$ cat src/rtl/synchk_pkg.sv
package synchk_pkg;

  typedef struct packed {
    logic shiftEn;   // a bit is admitted into the divider
    logic firstBit;  // admitted bit opens a new block
    logic lastBit;   // admitted bit closes the block
  } strobe_t;

  // Remainder of X^expo divided by the generator (low parLen coefficients).
  function automatic logic [31:0] xPowRem(input int expo, input int parLen,
                                          input logic [31:0] gen);
    logic [31:0] r;
    logic [31:0] lowMask;
    logic fb;
    lowMask = (32'd1 << parLen) - 32'd1;
    r = 32'd1;
    for (int i = 0; i < expo; i++) begin
      fb = r[parLen-1];
      r = (r << 1) & lowMask;
      if (fb) r = r ^ (gen & lowMask);
    end
    return r;
  endfunction

endpackage

$ cat src/rtl/synchk_dp.sv
module synchk_dp
  import synchk_pkg::*;
#(
  parameter int              CW_LEN   = 7,
  parameter int              PAR_LEN  = 3,
  parameter logic [PAR_LEN:0] GEN_POLY = 4'b1011
) (
  input  logic               clk,
  input  logic               rstN,
  input  logic               inBit,
  input  strobe_t            strobe,
  output logic [PAR_LEN-1:0] synOut,
  output logic               errFlag,
  output logic               synValid,
  output logic [CW_LEN-1:0]  corrWord,
  output logic               corrValid
);

  logic [PAR_LEN-1:0] divReg, divBase, divNext;
  logic [CW_LEN-1:0]  shiftBuf, bufBase, bufNext, wordReg, flipMask;
  logic               fb;

  always_comb begin
    divBase = strobe.firstBit ? '0 : divReg;
    bufBase = strobe.firstBit ? '0 : shiftBuf;
    fb      = divBase[PAR_LEN-1];
    bufNext = {bufBase[CW_LEN-2:0], inBit};
  end

  // divider stage per generator coefficient
  for (genvar j = 0; j < PAR_LEN; j++) begin : g_div
    if (j == 0) begin : g_in
      assign divNext[j] = inBit ^ fb;
    end else begin : g_tap
      assign divNext[j] = divBase[j-1] ^ (fb & GEN_POLY[j]);
    end
  end

  // error-location pattern per bit position
  for (genvar i = 0; i < CW_LEN; i++) begin : g_loc
    localparam logic [PAR_LEN-1:0] LocPat = PAR_LEN'(xPowRem(i, PAR_LEN, 32'(GEN_POLY)));
    assign flipMask[i] = (synOut == LocPat);
  end

  always_ff @(posedge clk) begin
    if (!rstN) begin
      divReg    <= '0;
      shiftBuf  <= '0;
      wordReg   <= '0;
      synOut    <= '0;
      errFlag   <= 1'b0;
      synValid  <= 1'b0;
      corrWord  <= '0;
      corrValid <= 1'b0;
    end else begin
      synValid  <= 1'b0;
      corrValid <= synValid;
      if (strobe.shiftEn) begin
        if (strobe.lastBit) begin
          synOut   <= divNext;
          errFlag  <= |divNext;
          synValid <= 1'b1;
          wordReg  <= bufNext;
          divReg   <= '0;
          shiftBuf <= '0;
        end else begin
          divReg   <= divNext;
          shiftBuf <= bufNext;
        end
      end
      if (synValid) corrWord <= wordReg ^ flipMask;
    end
  end

  // a syndrome only appears right after a closing bit
  a_r2_end_after_last: assert property (@(posedge clk) disable iff (!rstN)
    synValid |-> $past(strobe.lastBit));

  // correction result follows the syndrome by one cycle
  a_r5_corr_follows: assert property (@(posedge clk) disable iff (!rstN)
    synValid |=> corrValid);

  // a clean block passes through unchanged
  a_r4_clean_pass: assert property (@(posedge clk) disable iff (!rstN)
    (corrValid && !errFlag) |-> (corrWord == wordReg));

  // a flagged block has exactly one bit inverted
  a_r5_single_flip: assert property (@(posedge clk) disable iff (!rstN)
    (corrValid && errFlag) |-> ($countones(corrWord ^ wordReg) == 1));

endmodule

$ cat config.mk
export PLATFORM = sky130hd
export DESIGN_NAME = synchk_dp
export DESIGN_NICKNAME = d
export VERILOG_FILES = /design/src/rtl/synchk_pkg.sv /design/src/rtl/synchk_dp.sv
export SDC_FILE = /design/constraint.sdc
export NUM_CORES = 1
export LEC_CHECK = 0
export ABC_AREA = 1
export CAP_MARGIN = 25
export CORE_MARGIN = 2
export CORE_UTILIZATION = 55
export CTS_CLUSTER_DIAMETER = 100
export DETAILED_ROUTE_END_ITERATION = 7
export GPL_ROUTABILITY_DRIVEN = 0
export PLACE_DENSITY = 0.9
export SYNTH_ARGS = -nofsm -noshare
export SYNTH_HDL_FRONTEND = slang
export SYNTH_SLANG_ARGS = --single-unit
$ cat constraint.sdc
create_clock -name clk -period 1.51 [get_ports clk]
set_input_delay 0.2265 -clock clk [delete_from_list [all_inputs] [get_ports clk]]
set_output_delay 0.2265 -clock clk [all_outputs]
set_load 0.02 [all_outputs]
; Yosys cells after proc, flatten, opt, wreduce, memory -nomap -nowiden
; Cells that the tools add are included.
[classes]
mux = 5
bitwise_logic = 3
n_reduce_logical = 3
eq_ne = 7
[ops]
columns = op, n
row1 = $eq 3x3->1 const B, 4
row2 = $mux 6, 2
row3 = $xor 7x7->7, 1
row4 = $eq 3x2->1 const B, 2
row5 = $mux 3, 2
row6 = $reduce_and 2->1, 2
row7 = $eq 3x1->1 const B, 1
row8 = $reduce_or 3->1, 1
row9 = $xor 1x1->1, 2
row10 = $mux 1, 1
[word_totals]
out_inout_bits = 13
wordCells = 26
ff_bits = 29
input_bits = 6

; Depth between registers and ports, before layout
; Gate-level depths: netlist of the first run.
[depth]
ltp_word = 3
ltp_mapped = 7
depth_no_buf = 6

; Worst setup path after synthesis of the first run
; Ideal clock, no wire load.
[synth_path]
kind = register to register
from = register synOut[1]
to = register corrWord[5]
period_less_slack_ns = 1.110
setup_slack_ns = 0.400
stages_incl_launch_ff = 7
t_required_ns = 1.395
setup_ns = 0.115
arrival_ns = 0.995
path_buffers = 1
cell_sequence = dfxtp_1 buf_2 nand3_1 nand2_1 nand2_1 o21ai_0 inv_1
[synth_between]
elab_chain_cells = 2
[synth_rtl]
columns = element, line
row1 = "start, declared", synchk_dp.sv:12  ; output logic [PAR_LEN-1:0] synOut,
row2 = "start signal, assigned", synchk_dp.sv:60  ; synOut <= divNext;
row3 = $eq 3x3->1, synchk_dp.sv:42  ; assign flipMask[i] = (synOut == LocPat);
row4 = $xor 7x7->7, synchk_dp.sv:71  ; if (synValid) corrWord <= wordReg ^ flipMask;
row5 = "end signal, assigned", synchk_dp.sv:71
row6 = "end, declared", synchk_dp.sv:15  ; output logic [CW_LEN-1:0] corrWord,
; Every way passes these cells.
; A chain may end at the register's enable or synchronous reset.

; Final worst setup path of the first run
[layout_path]
from = register synOut[1]
to = output port synOut[1]
; No word-level cell between the ends.

==> results.yml, run 1 <==
status:
  outcome: "finished clean"
worst_setup_path:
  critPathCaptureType: "output pin"
  critPathArrivalTime_ps: 1260
  slowest_stage: "clkdlybuf4s50_1"
  critPathMaxFanout: 2
  critPathMaxStageDelay_ps: 600
  start_kind: "flip-flop"
  critPathRequiredTime_ps: 1280
  path_buf_inv: 1
  cp_top_family: "buffers and inverters"
  worstPathCellList: "clkdlybuf4s50_1"
  critPathKind: "reg -> out"
power_and_ir_drop:
  clock_power_share_pct: 32.0
  power_frac_comb_pct: 13.6
  vdd_drop_max_mv: 0.813
  p_sw_share_pct: 26.2
  switchingPower_uw: 388
  p_leak_uw: 0.000760
  internal-power_uw: 1090
  cellPowerDensity_nw_per_um2: 950
  p_seq_share_pct: 54.4
logic_synthesis:
  avgSynthCellArea_um2: 7.14
  synth-edff-count: 0
  ys_top_cells_by_count: "39 x nand2_1, 29 x dfxtp_1, 22 x inv_1"
  synthArstFlopShare_pct: 0
  synth_compound_area_share_pct: 16.4
  netlist_instances: 176
  syn-cell-area_um2: 1260
  synth_ff_type: "dfxtp_1"
  synth_top_area_share_pct: 46.2
  synth_area_leaders: "dfxtp_1 46%, nand2_1 12%, a21oi_1 8.0%"
  synth-simple-area-share_pct: 26.5
  seq_area_frac_synth_pct: 46.2
  ys_seq_elements: 29
  synth.area.mux_share_pct: 0
  yosysMostFrequentCell: "nand2_1"
  yosysWarnings: 0
  syn_nets: 182
  synth_adder_area_share_pct: 0
  synth_top_family_by_area: "simple AND/OR/NAND/NOR gates"
  synth_top_area_cell: "dfxtp_1"
  synthDistinctLibCells: 18
  synthXorXnorAreaFrac_pct: 0
grt:
  grt.busiest_layer: "met2"
  grt_pass1_vias: 1079
  grt_util_met2_pct: 37.8
  grt_pass1_wl_mm: 4.25
  grt_max_degree: 16
  grtUsageTotal_pct: 21.7
  overflow: 0
  grt_use_met3_pct: 6.03
  antenna_found_initial: 0
  grtUsageMet1_pct: 22.9
floorplan:
  die_h_um: 51.8
  initial_utilization_pct: 57.4
  die_area_um2: 2680
  design.core.area_um2: 2190
  die_w_um: 51.8
  ios: 19
  core.rowCount: 17
cells_and_area:
  design_area_um2: 1560
  area_growth_pct: 23.9
  fillCellCount: 160
  drive_above_1_share_pct: 11.9
  antenna_cells: 0
  finalNetCount: 207
  final_cells: 229
clocking:
  post-cts-setup-buffers: 0
  cts_max_level: 2
  numClockSinks: 29
  cts_buffers: 5
  clk-insertion-delay-late_ps: 330
  cts_tree: "done"
  cts_root_buf: "clkbuf_4"
  path_clk_slew_ps: 90
  clock_tree.buffer_depth: 2
placed_design:
  placed_area_um2: 1490
  post-place-cells: 222
  io_buffers: 18
  dp_hpwl_mm: 1.88
worst_hold_path:
  hold_path_class: "reg -> reg"
timing:
  relSlewSlack_pct: 82.6
  fin_crit_ps: 1480
  timing_hold_violations_final: 0
  finalCritPeriodShare_pct: 98.1
  setup_violations: 0
  slew_violations: 0
  setup_tns_ps: 0
  skew_ps: 13.7
  clock.fmax_ghz: 0.675
  worst_pin_slew_ps: 261
  grt_setup_unrepaired: "no"
drt:
  dr.pass1.iters: 4
  wl_mm: 2.52
  drtAntennaViolNets: 0
  wl_per_cell_um: 11.0
  via_per_inst: 5.21
  route.detailed.drc: 0
  vias: 1192
  drtIter0Drc: 15
flow_run:
  max_cap_violations: 0
## worst paths after layout
| kind | startpoint | end | slack (ps) | cells after the start |
|---|---|---|---|---|
| hold / removal | divReg[1] | divReg[1] | 470 | 2 |
| setup reg to reg | synOut[2] | corrWord[5] | 500 | 6 |
| hold reg to reg | divReg[1] | divReg[1] | 470 | 2 |
| setup / recovery | synOut[1] | synOut[1] | 30 | 1 |
## cell usage in the layout, fill, tap and decap left out, types with 2 or more instances in the layout
| cell | netlist | final |
|---|---|---|
| nor2_1 | 17 | 17 |
| o21ai_0 | 12 | 12 |
| dlygate4sd2_1 | 0 | 2 |
| nand2_2 | 3 | 3 |
| clkbuf_4 | 0 | 5 |
| buf_4 | 0 | 7 |
| nand2_1 | 39 | 39 |
| dlymetal6s2s_1 | 0 | 8 |
| inv_1 | 22 | 22 |
| nand4_1 | 6 | 6 |
| clkdlybuf4s50_1 | 0 | 8 |
| a211oi_2 | 2 | 2 |
| nand3_1 | 11 | 11 |
| inv_2 | 4 | 4 |
| dfxtp_1 | 29 | 29 |
| a21oi_1 | 20 | 20 |
## timing repair
item                                    4_1_cts  5_1_grt
endpoints found under the hold margin         0        0
resized for setup                             2        8
cloned                                        0        0
endpoints found under the setup margin        2        8
hold buffers                                  0        0
## layer usage
| metal | share of wire [%] | wire (um) |
|---|---|---|
| met1 | 43 | 1080 |
| met5 | 0 | 0 |
| met2 | 50 | 1270 |
| met3 | 4.1 | 104 |
| met4 | 2.4 | 61 |
## layout make-up
cell class	instances	area, um^2	area share, %
clock buffer	7	55.1	3.53
inverter	26	97.6	6.27
timing repair buffer	25	250	16.1
sequential	29	581	37.3
tap	28	35.0	2.25
multi-input combinational	114	539	34.6
## through the flow
step / worst slack, ps / hold WS [ps] / util, % / power (uW)
floorplan: 400 / 365 / - / 946
global placement: 74.4 / 452 / 67.8 / 1020
detailed placement: 46.8 / 454 / 67.8 / 1030
CTS: 0.236 / 468 / 70.2 / 1490
global route: 1.61 / 480 / 71.1 / 1530
finish: 28.2 / 466 / 71.1 / 1480
## state kept, by name, indices dropped and copies added (netlist names)
name       cells
divReg         3
corrValid      1
synValid       1
corrWord       7
shiftBuf       6
errFlag        1
wordReg        7
synOut         3
## cell families (layout without fill, tap and decap cells)
family,after synthesis,after routing
simple gates,77,77
flops,29,29
buf+inv,33,58
compound gates,37,37
## power by group through the flow
| stage | registers [uW] | clock network (uW) | logic, uW |
|---|---|---|---|
| after global routing | 808 | 496 | 224 |
| after global placement | 822 | 0 | 199 |
| after detailed placement | 824 | 0 | 205 |
| final | 805 | 473 | 202 |
| after floorplan | 845 | 0 | 102 |
| after CTS | 806 | 480 | 205 |
Power figures use the tool's default switching activity.
==> run 2: changes to the inputs <==
MAX_ROUTING_LAYER = met4   (was unset)
SLEW_MARGIN = 20   (was unset)
TNS_END_PERCENT = 10   (was unset)
==> run 2 against run 1 <==
  * Via count is the same
  * Maximum frequency unchanged
  * Sequential share of layout area is the same
  * Register-to-register slack about the same
  * Critical endpoint unchanged
==> results.yml, run 2 (same netlist as run 1, synthesis figures left out) <==
power_and_ir_drop:
  clock_power_share_pct: 32.0
  power_frac_comb_pct: 13.6
  internal-power_uw: 1090
  p_leak_uw: 0.000760
  cellPowerDensity_nw_per_um2: 950
  p_seq_share_pct: 54.4
  vdd_drop_max_mv: 0.813
  switchingPower_uw: 388
  p_sw_share_pct: 26.2
drt:
  wl_met2_mm: 1.27
  wl_mm: 2.52
  route.detailed.drc: 0
  drtAntennaViolNets: 0
  top_layer_used: "met4"
  dr.pass1.iters: 4
  wl_per_cell_um: 11.0
  drtIter0Drc: 15
  wl_met3_um: 104
  via_per_inst: 5.21
  vias: 1192
  met1_length_mm: 1.08
floorplan:
  design.core.area_um2: 2190
  die_w_um: 51.8
  core.rowCount: 17
  die_h_um: 51.8
  initial_utilization_pct: 57.4
  ios: 19
  die_area_um2: 2680
worst_setup_path:
  start_kind: "flip-flop"
  critPathCaptureType: "output pin"
  r2r-end: "corrWord[5]"
  critPathRequiredTime_ps: 1280
  critPathArrivalTime_ps: 1260
  reg2regPathDepth: 6
  critPathMaxStageDelay_ps: 600
  cp_top_family: "buffers and inverters"
  worstPathCellList: "clkdlybuf4s50_1"
  rrSetupSlack_ps: 500
  slowest_stage: "clkdlybuf4s50_1"
  critPathKind: "reg -> out"
  reg2reg_from: "synOut[2]"
  path_buf_inv: 1
  critPathMaxFanout: 2
timing:
  grt_setup_unrepaired: "no"
  skew_ps: 13.7
  finalCritPeriodShare_pct: 98.1
  clock.fmax_ghz: 0.675
  relSlewSlack_pct: 82.6
  slew_violations: 0
  setup_violations: 0
  timing_hold_violations_final: 0
  fin_crit_ps: 1480
  worst_pin_slew_ps: 261
  setup_tns_ps: 0
cells_and_area:
  area_growth_pct: 23.9
  final_common_cell: "nand2_1"
  antenna_cells: 0
  drive_above_1_share_pct: 11.9
  largest_registers: "corrWord (7), wordReg (7), shiftBuf (6)"
  finalNetCount: 207
  final_cell_mix: "39 x nand2_1, 29 x dfxtp_1, 22 x inv_1, 20 x a21oi_1, 17 x nor2_1"
  fillCellCount: 160
  design_area_um2: 1560
  fin_util_pct: 71.1
  final_cells: 229
grt:
  grt_pass1_vias: 1079
  grt_pass1_wl_mm: 4.24
  grt_max_degree: 16
  overflow: 0
  grtUsageTotal_pct: 22.3
  antenna_found_initial: 0
flow_run:
  max_cap_violations: 0
worst_hold_path:
  hold_path_class: "reg -> reg"
  min_from: "divReg[1]"
  hold_depth: 2
  whs_endpoint: "divReg[1]"
placed_design:
  dp_hpwl_mm: 1.88
  placed_area_um2: 1490
  io_buffers: 18
  post-place-cells: 222
clocking:
  cts_tree: "done"
  numClockSinks: 29
  post-cts-setup-buffers: 0
  path_clk_slew_ps: 90
  cts_root_buf: "clkbuf_4"
  cts_buffers: 5
  clock_tree.buffer_depth: 2
  cts_max_level: 2
  clk-insertion-delay-late_ps: 330
status:
  outcome: "finished clean"
[run 2: cell counts in the layout (fill, tap and decap cells not counted)]
Identical to the previous run, type by type.
[run 2: power by group through the flow]
stage	Combinational [uW]	Sequential [uW]	Clock (uW)
floorplan	102	845	0
global placement	199	822	0
detailed placement	205	824	0
global route	224	808	496
CTS	205	806	480
finish	202	805	473
[run 2: per-layer routing]
layer | global-route usage, % | vias up
met5 | - | -
met4 | 13.6 | 0
met3 | 6.03 | 9
met2 | 37.8 | 23
met1 | 22.9 | 541
li1 | - | 619
[run 2: how the worst max path moves through the flow]
stage             endpoint       from  cells after the start  slack [ps]
2_1_floorplan  corrWord[5]  synOut[1]                      6         400
3_3_place_gp       errFlag  strobe[0]                      6          70
3_5_place_dp       errFlag  strobe[0]                      6          50
4_1_cts            errFlag    errFlag                      1         0.2
5_1_grt          synOut[1]  synOut[1]                      1           2
6_report         synOut[1]  synOut[1]                      1          30
[run 2: final cells by class]
| cell class | instances | area, um^2 | share of cell area (%) |
|---|---|---|---|
| flip-flops and latches | 29 | 581 | 37.3 |
| inverters | 26 | 97.6 | 6.27 |
| well taps | 28 | 35.0 | 2.25 |
| clock buffers | 7 | 55.1 | 3.53 |
| repair buffers | 25 | 250 | 16.1 |
| multi-input cells | 114 | 539 | 34.6 |
[run 2: repair_timing]
item / 4_1_cts / 5_1_grt
gates resized for setup: 2 / 8
setup endpoints to repair: 2 / 8
gates cloned: 0 / 0
pin swaps: 0 / 0
hold buffers: 0 / 0
hold endpoints to repair: 0 / 0
[run 2: through the flow]
| stage | total power (uW) | hold slack [ps] | setup slack, ps |
|---|---|---|---|
| CTS | 1490 | 468 | 0.236 |
| global route | 1530 | 480 | 1.61 |
| detailed placement | 1030 | 454 | 46.8 |
| finish | 1480 | 466 | 28.2 |
| global placement | 1020 | 452 | 74.4 |
| floorplan | 946 | 365 | 400 |
==> run 3: changes to the inputs <==
CORE_MARGIN = unset   (was 2)
==> run 3 against run 2 <==
  * Power is 0.36% higher
  * Cell count stayed put
  * Non-clock buffer count is 1 higher
  * Clock skew is 11 ps lower
  * Combinational power hardly changed
  * Sequential power hardly changed
  * Sequential share of layout area is 0.27 points lower
  * Clock power hardly changed
  * Critical path type unchanged
  * Critical endpoint is now corrValid
  * Largest cell class unchanged
  * Largest power group unchanged
  * Highest routed layer unchanged
==> results.yml, run 3 (same netlist as run 1, synthesis figures left out) <==
status:
  outcome: "finished clean"
timing:
  worst_pin_slew_ps: 280
  skew_ps: 3.17
  setup_violations: 0
  timing_hold_violations_final: 0
  grt_setup_unrepaired: "no"
  relSlewSlack_pct: 81.2
  layout_setup_ws_ps: 56.6
  setup_tns_ps: 0
  finalCritPeriodShare_pct: 96.2
  clock.fmax_ghz: 0.688
  fin_crit_ps: 1450
  slew_violations: 0
floorplan:
  die_w_um: 49.8
  die_area_um2: 2480
  design.core.area_um2: 2060
  core.rowCount: 16
  die_h_um: 49.8
  initial_utilization_pct: 61.0
  ios: 19
worst_setup_path:
  critPathMaxStageDelay_ps: 590
  critPathMaxFanout: 1
  critPathArrivalTime_ps: 1230
  critPathKind: "reg -> out"
  cp_top_family: "buffers and inverters"
  start_kind: "flip-flop"
  worstPathCellList: "clkdlybuf4s50_1"
  critPathRequiredTime_ps: 1280
  critPathCaptureType: "output pin"
  path_buf_inv: 1
  slowest_stage: "clkdlybuf4s50_1"
clocking:
  post-cts-setup-buffers: 0
  clk-insertion-delay-late_ps: 330
  cts_buffers: 5
  clock_tree.buffer_depth: 2
  path_clk_slew_ps: 80
  numClockSinks: 29
  hold_buffers: 0
  cts_max_level: 2
  cts_root_buf: "clkbuf_4"
  cts_tree: "done"
drt:
  wl_per_cell_um: 11.6
  vias: 1222
  route.detailed.drc: 0
  drtAntennaViolNets: 0
  drtIter0Drc: 40
  via_per_inst: 5.34
  dr.pass1.iters: 4
  wl_mm: 2.65
power_and_ir_drop:
  cellPowerDensity_nw_per_um2: 946
  p_leak_uw: 0.000798
  vdd_drop_max_mv: 0.807
cells_and_area:
  regArea_um2: 581
  finalNetCount: 208
  area_growth_pct: 24.8
  design_area_um2: 1570
  antenna_cells: 0
  final_cells: 229
  final_cell_mix: "39 x nand2_1, 29 x dfxtp_1, 22 x inv_1, 20 x a21oi_1, 17 x nor2_1"
  largest_registers: "corrWord (7), wordReg (7), shiftBuf (6)"
  fillCellCount: 151
  multi_input_area_um2: 539
  drive_above_1_share_pct: 12.4
  final_common_cell: "nand2_1"
grt:
  grtUsageTotal_pct: 25.2
  overflow: 0
  antenna_found_initial: 0
  grt_pass1_vias: 1093
  grt_pass1_wl_mm: 4.48
  grt_max_degree: 16
placed_design:
  dp_hpwl_mm: 2.01
  placed_area_um2: 1490
  io_buffers: 18
  post-place-cells: 222
  pre_cts_ws_ps: 51.2
flow_run:
  max_cap_violations: 0
worst_hold_path:
  hold_path_class: "reg -> reg"
==> run 3: where the power goes <==
group	total [uW]	internal, uW	switching, uW	leakage, uW
clock	475	219	256	0.0000314
combinational	204	80.9	123	0.000530
sequential	806	792	13.3	0.000236
total	1480	1090	392	0.000798
==> run 3: per-stage QoR <==
step                hold WS, ps  total power [uW]  utilization [%]
floorplan                   365               946                -
global placement            452              1020             72.3
detailed placement          456              1030             72.3
CTS                         468              1490             74.9
global route                480              1550             76.1
finish                      468              1480             76.1
==> run 3: final cells by class <==
cell class	count	area share (%)
Multi-Input combinational cell	114	34.4
Inverter	26	6.22
Sequential cell	29	37.0
Clock buffer	7	3.51
Tap cell	27	2.15
Timing Repair Buffer	26	16.7
==> run 3: final timing paths <==
| path | slack (ps) | startpoint | to | cells after the start |
|---|---|---|---|---|
| worst max register to register | 480 | synOut[1] | corrWord[5] | 6 |
| worst max-delay path | 60 | corrValid | corrValid | 1 |
| worst min register to register | 470 | shiftBuf[1] | shiftBuf[1] | 2 |
| worst min-delay path | 470 | shiftBuf[1] | shiftBuf[1] | 2 |
==> run 3: routing by layer <==
layer  track usage (%)  wire length [um]  part of all wire (%)
met2              38.7              1310                    50
met5                 -                 0                     0
met1              27.0              1040                    39
met4              15.2                97                   3.7
met3              10.2               194                   7.3
==> run 3: repair_timing <==
item                       CTS  global route
gates cloned                 0             0
gates resized for setup      2            10
pin swaps                    0             0
setup endpoints to repair    2            10
